`config.mk`:
```
export PLATFORM = sky130hd
export DESIGN_NAME = lpi_redist_frame
export DESIGN_NICKNAME = d
export VERILOG_FILES = /design/src/rtl/lpi_frame_pkg.sv /design/src/rtl/lpi_half_merge.sv /design/src/rtl/lpi_attr_clean.sv /design/src/rtl/lpi_base_reg.sv /design/src/rtl/lpi_ctrl_reg.sv /design/src/rtl/lpi_redist_frame.sv
export SDC_FILE = /design/constraint.sdc
export NUM_CORES = 1
export LEC_CHECK = 0
export BUFFER_PORTS_ARGS = -buffer_cell sky130_fd_sc_hd__clkbuf_2
export CAP_MARGIN = 20
export CORE_UTILIZATION = 52
export DETAILED_ROUTE_END_ITERATION = 12
export PLACE_DENSITY_LB_ADDON = 0.12
export SYNTH_ARGS = -nofsm -noshare
export SYNTH_HDL_FRONTEND = slang
export SYNTH_SLANG_ARGS = --single-unit
```
`constraint.sdc`:
```
create_clock -name clk -period 2.5 [get_ports clk]
set_clock_uncertainty 0.15 [all_clocks]
set_input_delay 0.375 -clock clk [delete_from_list [all_inputs] [get_ports clk]]
set_output_delay 0.375 -clock clk [all_outputs]
set_load 0.05 [all_outputs]
```
`src/rtl/lpi_frame_pkg.sv`:
```
// Shared constants for the LPI table base register frame: slot decode,
// attribute field positions and codes, reserved-bit masks, type-word layout.
package lpi_frame_pkg;

    localparam int DATA_W = 64;
    localparam int HALF_W = DATA_W / 2;

    // Register slots, selected by byte-address bits 4:3
    typedef enum logic [1:0] {
        SLOT_CTRL = 2'd0,
        SLOT_TYPE = 2'd1,
        SLOT_PROP = 2'd2,
        SLOT_PEND = 2'd3
    } slot_e;

    localparam int SLOT_LO    = 3;
    localparam int SLOT_W     = 2;
    localparam int HALF_BIT   = 2;
    localparam int FRAME_BITS = SLOT_LO + SLOT_W;

    localparam int CTRL_EN_BIT = 0;

    // Attribute field positions
    localparam int SH_LO = 10;
    localparam int SH_W  = 2;
    localparam int IC_LO = 7;
    localparam int IC_W  = 3;
    localparam int OC_LO = 56;
    localparam int OC_W  = 3;

    // Attribute codes
    localparam logic [SH_W-1:0] SH_INNER    = 2'd1;
    localparam logic [SH_W-1:0] SH_OUTER    = 2'd2;
    localparam logic [IC_W-1:0] IC_DEVICE   = 3'd0;
    localparam logic [IC_W-1:0] IC_NONCACHE = 3'd1;
    localparam logic [IC_W-1:0] IC_RAWB     = 3'd7;
    localparam logic [OC_W-1:0] OC_SAME     = 3'd0;
    localparam logic [OC_W-1:0] OC_NONCACHE = 3'd1;

    // Bits always cleared on store
    localparam logic [DATA_W-1:0] PROP_CLR = 64'hF8FF_0000_0000_0060;
    localparam logic [DATA_W-1:0] PEND_CLR = 64'hB8FF_0000_0000_F07F;

    // Type-word layout
    localparam int TY_PLPI_BIT = 0;
    localparam int TY_LAST_BIT = 4;
    localparam int TY_CORE_LO  = 8;
    localparam int TY_AFF_LO   = 32;

endpackage

```
`src/rtl/lpi_half_merge.sv`:
```
// Merges a write into a stored register, either whole or one half.
// Assumes W is even; `upper` is meaningful only when `wide` is 0.
module lpi_half_merge #(
    parameter int W = 64
) (
    input  logic [W-1:0] old_val,
    input  logic [W-1:0] wr_val,
    input  logic         wide,
    input  logic         upper,
    output logic [W-1:0] merged
);
    localparam int H = W / 2;

    // Select which half of the stored value the write replaces
    always_comb begin
        if (wide) begin
            merged = wr_val;
        end else if (upper) begin
            merged = {wr_val[H-1:0], old_val[H-1:0]};
        end else begin
            merged = {old_val[W-1:H], wr_val[H-1:0]};
        end
    end
endmodule

```
`src/rtl/lpi_attr_clean.sv`:
```
// Rewrites the memory-attribute fields of a base register value to supported
// codes and clears the reserved bits. PEND picks the pending-table mask
// instead of the property-table mask. Purely combinational.
module lpi_attr_clean
    import lpi_frame_pkg::*;
#(
    parameter bit PEND = 1'b0
) (
    input  logic [DATA_W-1:0] raw,
    output logic [DATA_W-1:0] clean
);
    logic [DATA_W-1:0] clr_mask;
    logic [SH_W-1:0]   sh_in;
    logic [SH_W-1:0]   sh_out;
    logic [IC_W-1:0]   ic_in;
    logic [IC_W-1:0]   ic_out;
    logic [OC_W-1:0]   oc_in;
    logic [OC_W-1:0]   oc_out;

    // Pick the reserved-bit mask for the table kind
    generate
        if (PEND) begin : g_pend_mask
            assign clr_mask = PEND_CLR;
        end else begin : g_prop_mask
            assign clr_mask = PROP_CLR;
        end
    endgenerate

    assign sh_in = raw[SH_LO +: SH_W];
    assign ic_in = raw[IC_LO +: IC_W];
    assign oc_in = raw[OC_LO +: OC_W];

    // Shareability: outer is demoted to inner
    always_comb begin
        sh_out = (sh_in == SH_OUTER) ? SH_INNER : sh_in;
    end

    // Inner cacheability: device and non-cacheable become write-back
    always_comb begin
        if (ic_in == IC_DEVICE || ic_in == IC_NONCACHE) begin
            ic_out = IC_RAWB;
        end else begin
            ic_out = ic_in;
        end
    end

    // Outer cacheability: only same-as-inner and non-cacheable survive
    always_comb begin
        if (oc_in == OC_SAME || oc_in == OC_NONCACHE) begin
            oc_out = oc_in;
        end else begin
            oc_out = OC_NONCACHE;
        end
    end

    // Reassemble the value and drop the reserved bits
    always_comb begin
        clean = raw;
        clean[SH_LO +: SH_W] = sh_out;
        clean[IC_LO +: IC_W] = ic_out;
        clean[OC_LO +: OC_W] = oc_out;
        clean = clean & ~clr_mask;
    end
endmodule

```
`src/rtl/lpi_base_reg.sv`:
```
// One 64-bit table base register: half/full merge, attribute cleaning and
// storage. A write is dropped while `lock` is high.
module lpi_base_reg
    import lpi_frame_pkg::*;
#(
    parameter bit PEND = 1'b0
) (
    input  logic              clk,
    input  logic              rst_n,
    input  logic              wr_en,
    input  logic              lock,
    input  logic              wide,
    input  logic              upper,
    input  logic [DATA_W-1:0] wdata,
    output logic [DATA_W-1:0] q
);
    logic [DATA_W-1:0] merged;
    logic [DATA_W-1:0] cleaned;

    lpi_half_merge #(.W(DATA_W)) u_merge (
        .old_val (q),
        .wr_val  (wdata),
        .wide    (wide),
        .upper   (upper),
        .merged  (merged)
    );

    lpi_attr_clean #(.PEND(PEND)) u_clean (
        .raw   (merged),
        .clean (cleaned)
    );

    // Store the cleaned value unless locked
    always_ff @(posedge clk) begin
        if (!rst_n) begin
            q <= '0;
        end else if (wr_en && !lock) begin
            q <= cleaned;
        end
    end
endmodule

```
`src/rtl/lpi_ctrl_reg.sv`:
```
// LPI-enable control bit with a rise pulse. Writes take effect only when
// the message-interrupt option is built in (HAS_MSI).
module lpi_ctrl_reg #(
    parameter bit HAS_MSI = 1'b1
) (
    input  logic clk,
    input  logic rst_n,
    input  logic wr_en,
    input  logic wr_val,
    output logic en,
    output logic pulse
);
    logic accept;

    assign accept = wr_en && HAS_MSI;

    // Hold the enable bit and flag its 0-to-1 change for one cycle
    always_ff @(posedge clk) begin
        if (!rst_n) begin
            en    <= 1'b0;
            pulse <= 1'b0;
        end else begin
            pulse <= accept && wr_val && !en;
            if (accept) begin
                en <= wr_val;
            end
        end
    end
endmodule

```
`src/rtl/lpi_redist_frame.sv`:
```
// Per-core LPI register frame. The slot is decoded from address bits 4:3;
// bit 2 picks the half for 32-bit accesses. Reads are combinational; writes
// land at the next edge. Assumes ADDR_W >= 6.
module lpi_redist_frame
    import lpi_frame_pkg::*;
#(
    parameter int ADDR_W     = 6,
    parameter bit HAS_MSI    = 1'b1,
    parameter int CORE_W     = 16,
    parameter int AFF_W      = 24,
    parameter int CORE_ID    = 0,
    parameter int CORE_COUNT = 1,
    parameter int AFFINITY   = 0
) (
    input  logic              clk,
    input  logic              rst_n,
    input  logic              req_valid,
    input  logic              req_write,
    input  logic              req_wide,
    input  logic [ADDR_W-1:0] req_addr,
    input  logic [DATA_W-1:0] req_wdata,
    output logic [DATA_W-1:0] rd_data,
    output logic              lpi_en,
    output logic              lpi_en_pulse
);
    localparam int                 NUM_BASE = 2;
    localparam logic [AFF_W-1:0]   AFF_V    = AFF_W'(AFFINITY);
    localparam logic [CORE_W-1:0]  CORE_V   = CORE_W'(CORE_ID);
    localparam bit                 IS_LAST  = (CORE_ID == CORE_COUNT - 1);
    localparam logic [DATA_W-1:0]  TYPE_WORD =
        (DATA_W'(AFF_V) << TY_AFF_LO) |
        (DATA_W'(CORE_V) << TY_CORE_LO) |
        (DATA_W'(IS_LAST) << TY_LAST_BIT) |
        (DATA_W'(HAS_MSI) << TY_PLPI_BIT);

    slot_e             slot;
    logic              aligned;
    logic              in_frame;
    logic              hit;
    logic              wr_hit;
    logic              eff_hi;
    logic              ctrl_we;
    logic              base_we [NUM_BASE];
    logic [DATA_W-1:0] base_q  [NUM_BASE];
    logic [DATA_W-1:0] prop_q;
    logic [DATA_W-1:0] pend_q;
    logic [DATA_W-1:0] word;

    // Decode the request address
    assign slot     = slot_e'(req_addr[SLOT_LO +: SLOT_W]);
    assign aligned  = (req_addr[HALF_BIT-1:0] == '0);
    assign in_frame = (req_addr[ADDR_W-1:FRAME_BITS] == '0);
    assign hit      = req_valid && aligned && in_frame;
    assign wr_hit   = hit && req_write;
    assign eff_hi   = !req_wide && req_addr[HALF_BIT];

    assign ctrl_we    = wr_hit && (slot == SLOT_CTRL) && !eff_hi;
    assign base_we[0] = wr_hit && (slot == SLOT_PROP);
    assign base_we[1] = wr_hit && (slot == SLOT_PEND);

    lpi_ctrl_reg #(.HAS_MSI(HAS_MSI)) u_ctrl (
        .clk    (clk),
        .rst_n  (rst_n),
        .wr_en  (ctrl_we),
        .wr_val (req_wdata[CTRL_EN_BIT]),
        .en     (lpi_en),
        .pulse  (lpi_en_pulse)
    );

    // One base register per table; index 1 is the pending table
    generate
        for (genvar g = 0; g < NUM_BASE; g++) begin : g_base
            lpi_base_reg #(.PEND(g == 1)) u_base (
                .clk   (clk),
                .rst_n (rst_n),
                .wr_en (base_we[g]),
                .lock  (lpi_en),
                .wide  (req_wide),
                .upper (eff_hi),
                .wdata (req_wdata),
                .q     (base_q[g])
            );
        end
    endgenerate

    assign prop_q = base_q[0];
    assign pend_q = base_q[1];

    // Select the full 64-bit word of the addressed slot
    always_comb begin
        unique case (slot)
            SLOT_CTRL: word = DATA_W'(lpi_en) << CTRL_EN_BIT;
            SLOT_TYPE: word = TYPE_WORD;
            SLOT_PROP: word = prop_q;
            default:   word = pend_q;
        endcase
    end

    // Narrow to the selected half for 32-bit reads; zero when no read
    always_comb begin
        if (!hit || req_write) begin
            rd_data = '0;
        end else if (req_wide) begin
            rd_data = word;
        end else if (eff_hi) begin
            rd_data = {{HALF_W{1'b0}}, word[DATA_W-1:HALF_W]};
        end else begin
            rd_data = {{HALF_W{1'b0}}, word[HALF_W-1:0]};
        end
    end
endmodule

```
==> summary.txt <==
Vias in the first global route: 4,448
PD cells: 489 mW/mm²
Root Buffer: clkbuf_8
Cell Chain, Critical Path: clkbuf_2 -> and2b_1 -> buf_4 -> nand2_1 -> a21o_1 -> a21oi_2 -> clkbuf_2
Drt first pass iters: 5
Post-Syn Instances: 599
DRT iter0 DRCs: 201
Final Power: 3.01 mW
TritonCTS clock tree: done
VDD IR-drop max: 308 µV
Synth Warn #: 0
Endpoint, Worst Hold: g_base[0].u_base.q[13]
Worst hold path type: input port to register
Critical R2R Capture: g_base[1].u_base.q[56]
Post-CTS Setup Repair Bufs: 0
Layout cells sized above 1: 27.1%
Hold Path Depth: 3
TritonCTS Buffers: 9
Register bit total from synthesis: 92
Element type at the critical path end: primary output
Crit path buffers/inverters: 3
Synth cell types: 48
CP Max Fanout: 12
Max cap viols: 0
Leakage: 2.36 nW
Clk slew on worst S/H paths: 100 ps
Sink Count: 92
Finished layout cell area: 0.00615 mm²
Vias: 4,598
Core Box Area: 0.00876 mm²
Worst path most repeated cell: clkbuf_2
H-tree levels: 3
RSZ-0062 raised after global routing: no
Grt ovf: 0
Placed Area: 0.00590 mm²
Max stage delay cell, worst path: and2b_1
Fin util: 70.2%
Worst Reg-to-Reg Cells: 5
GRT Overall Usage: 26.9%
Worst stage delay on the critical path: 420 ps
Clk buf depth: 2
Fin. Hold Viols: 0
Top Family by Delay on Critical Path: buffers and inverters
Largest net degree at the start of global routing: 43
DRC: 0
Count of final setup violators: 0
Final #Nets: 783
Row cnt: 34
Status: complete, no violations
DRT antenna net count: 0
Die width: 97.6 µm
Die area: 0.00952 mm²
Layout area overhead: 29.5%
EDFF count, synth: 0
Worst setup SP type: input port
Setup TNS: 0 ps
Clk_lat worst skew: 360 ps
FF-to-FF Start: u_ctrl.en
Placer congestion estimate: 0.779
Min-delay src: req_wdata[13]
# IOs: 141
WL/cell: 15.5 µm
Worst EP required: 1980 ps
Critical path class: input port to primary output
# fillers: 714
Die Y: 97.6 µm
Synth async-reset ratio: 0%
Final wirelength: 12.7 mm
Final Max Tran Viols: 0
WP depth: 7
Inserted Diodes: 0
Final period utilization: 94.9%
Mean area per synthesized cell: 7.93 µm²
Seq/Total Area, Yosys: 38.8%
DPL Wire Length: 8.96 mm
Vias per cell: 5.60
Top FF cell, synth: dfxtp_1
First-pass GRT wire length: 20.9 mm
Worst EP arrival: 1850 ps
Post-synth design cell area: 0.00475 mm²
Max Clock Freq: 422 MHz
Port Buf Inserts: 116
Initial core utilization: 54.2%
R2r setup slk: 590 ps
Post-layout min period: 2370 ps
Antenna violations before repair: 0
cells in the mapped netlist (2+ instances only):
cell	instances	area (µm²)
mux2i_1	40	400
buf_4	12	90.1
dfxtp_1	92	1840
clkbuf_1	25	93.8
inv_1	3	11.3
nand2b_1	4	25.0
nand3_1	36	180
buf_1	9	33.8
o31ai_1	3	22.5
a21oi_1	16	80.1
nor3_1	4	20.0
o2111ai_1	2	17.5
nand4_1	2	12.5
buf_6	2	22.5
o31a_1	2	17.5
mux2_2	2	22.5
o221a_2	4	45.0
a22o_1	15	131
o21ai_0	44	220
nand4b_1	4	35.0
nor2_1	51	191
a21o_1	8	60.1
a21boi_1	21	158
a21boi_0	21	158
and3_1	8	50.1
nand2_1	127	477
o22a_1	8	70.1
buf_2	10	50.1
nand3b_1	5	37.5
worst register-to-register path, delay by kind of cell, from the launching register on:
kind | cells | cell delay, ps
AO/OA/AOI/OAI | 2 | 320
flip-flops | 1 | 380
buffers and inverters | 1 | 350
AND/OR/NAND/NOR | 2 | 610
state kept, by name, indices dropped and copies added (netlist names):
signal / count
g_base.u_base.q: 90
u_ctrl.en: 1
u_ctrl.pulse: 1
per-stage QoR:
step | hold WS [ps] | setup WS (ps) | cells
final | 92.4 | 128 | 821
after global routing | 83.1 | 30.6 | 821
after CTS | 76.4 | 1.94 | 821
after detailed placement | 288 | 2.49 | 805
after global placement | 280 | 69.6 | 805
after floorplan | 273 | -251 | 610
per-layer routing:
layer,global-route usage (%),vias to the layer above,share of wire (%)
met3,5.40,16,5.2
met4,10.3,0,1.2
li1,-,2277,-
met1,34.8,2163,45
met5,0,-,0
met2,44.0,142,48
area by class of cell:
| class | instances | area [µm²] | share of cell area, % |
|---|---|---|---|
| multi-input cells | 457 | 2720 | 44.2 |
| flip-flops and latches | 92 | 1840 | 29.9 |
| repair buffers | 145 | 1190 | 19.4 |
| clock buffers | 10 | 138 | 2.24 |
| well taps | 108 | 135 | 2.20 |
| clock inverters | 6 | 111 | 1.81 |
| inverters | 3 | 11.3 | 0.183 |
worst max-delay path by stage:
stage	endpoint	slack (ps)	from
6_report	rd_data[13]	130	req_wide
4_1_cts	rd_data[9]	2	req_wide
2_1_floorplan	rd_data[5]	-250	req_addr[4]
3_3_place_gp	rd_data[26]	70	req_wide
3_5_place_dp	rd_data[9]	2	req_wide
5_1_grt	rd_data[62]	30	req_addr[1]
power breakdown:
group	internal (mW)	total (mW)	switching, mW
Sequential	1.47	1.47	0.00286
Clock	0.692	1.22	0.532
Combinational	0.118	0.313	0.194
Total	2.28	3.01	0.729
cells in the final DEF (no fill, tap or decap), types with 3 or more instances in the layout:
master,Yosys,routed
o22a_1,8,8
clkbuf_8,0,10
nand2_1,127,126
mux2i_1,40,40
nand3_1,36,36
nor3_1,4,4
o221a_2,4,4
buf_4,12,25
dfxtp_1,92,92
nand2b_1,4,4
a21boi_0,21,21
a21boi_1,21,21
bufinv_16,0,3
a21oi_2,0,7
a21o_1,8,8
a22o_1,15,15
nor2_1,51,39
conb_1,1,12
buf_12,0,27
a21oi_1,16,9
inv_1,3,3
nand3b_1,5,5
o21ai_0,44,44
nand4b_1,4,4
clkbuf_2,0,91
nor2_2,0,11
and3_1,8,8
o31ai_1,3,3
timing repair:
action                                  in CTS  in global routing
hold buffers                                 0                  0
gates resized for setup                      0                  2
endpoints found under the setup margin       0                 11
cells by family after synthesis:
logic type | share of synthesized area [%]
buffers and inverters | 6.35
muxes | 8.90
AOI/OAI and AO/OA | 21.3
DFF | 38.8
and+or+nand+nor | 24.6
other | 0.0790
Power figures use the tool's default switching activity.
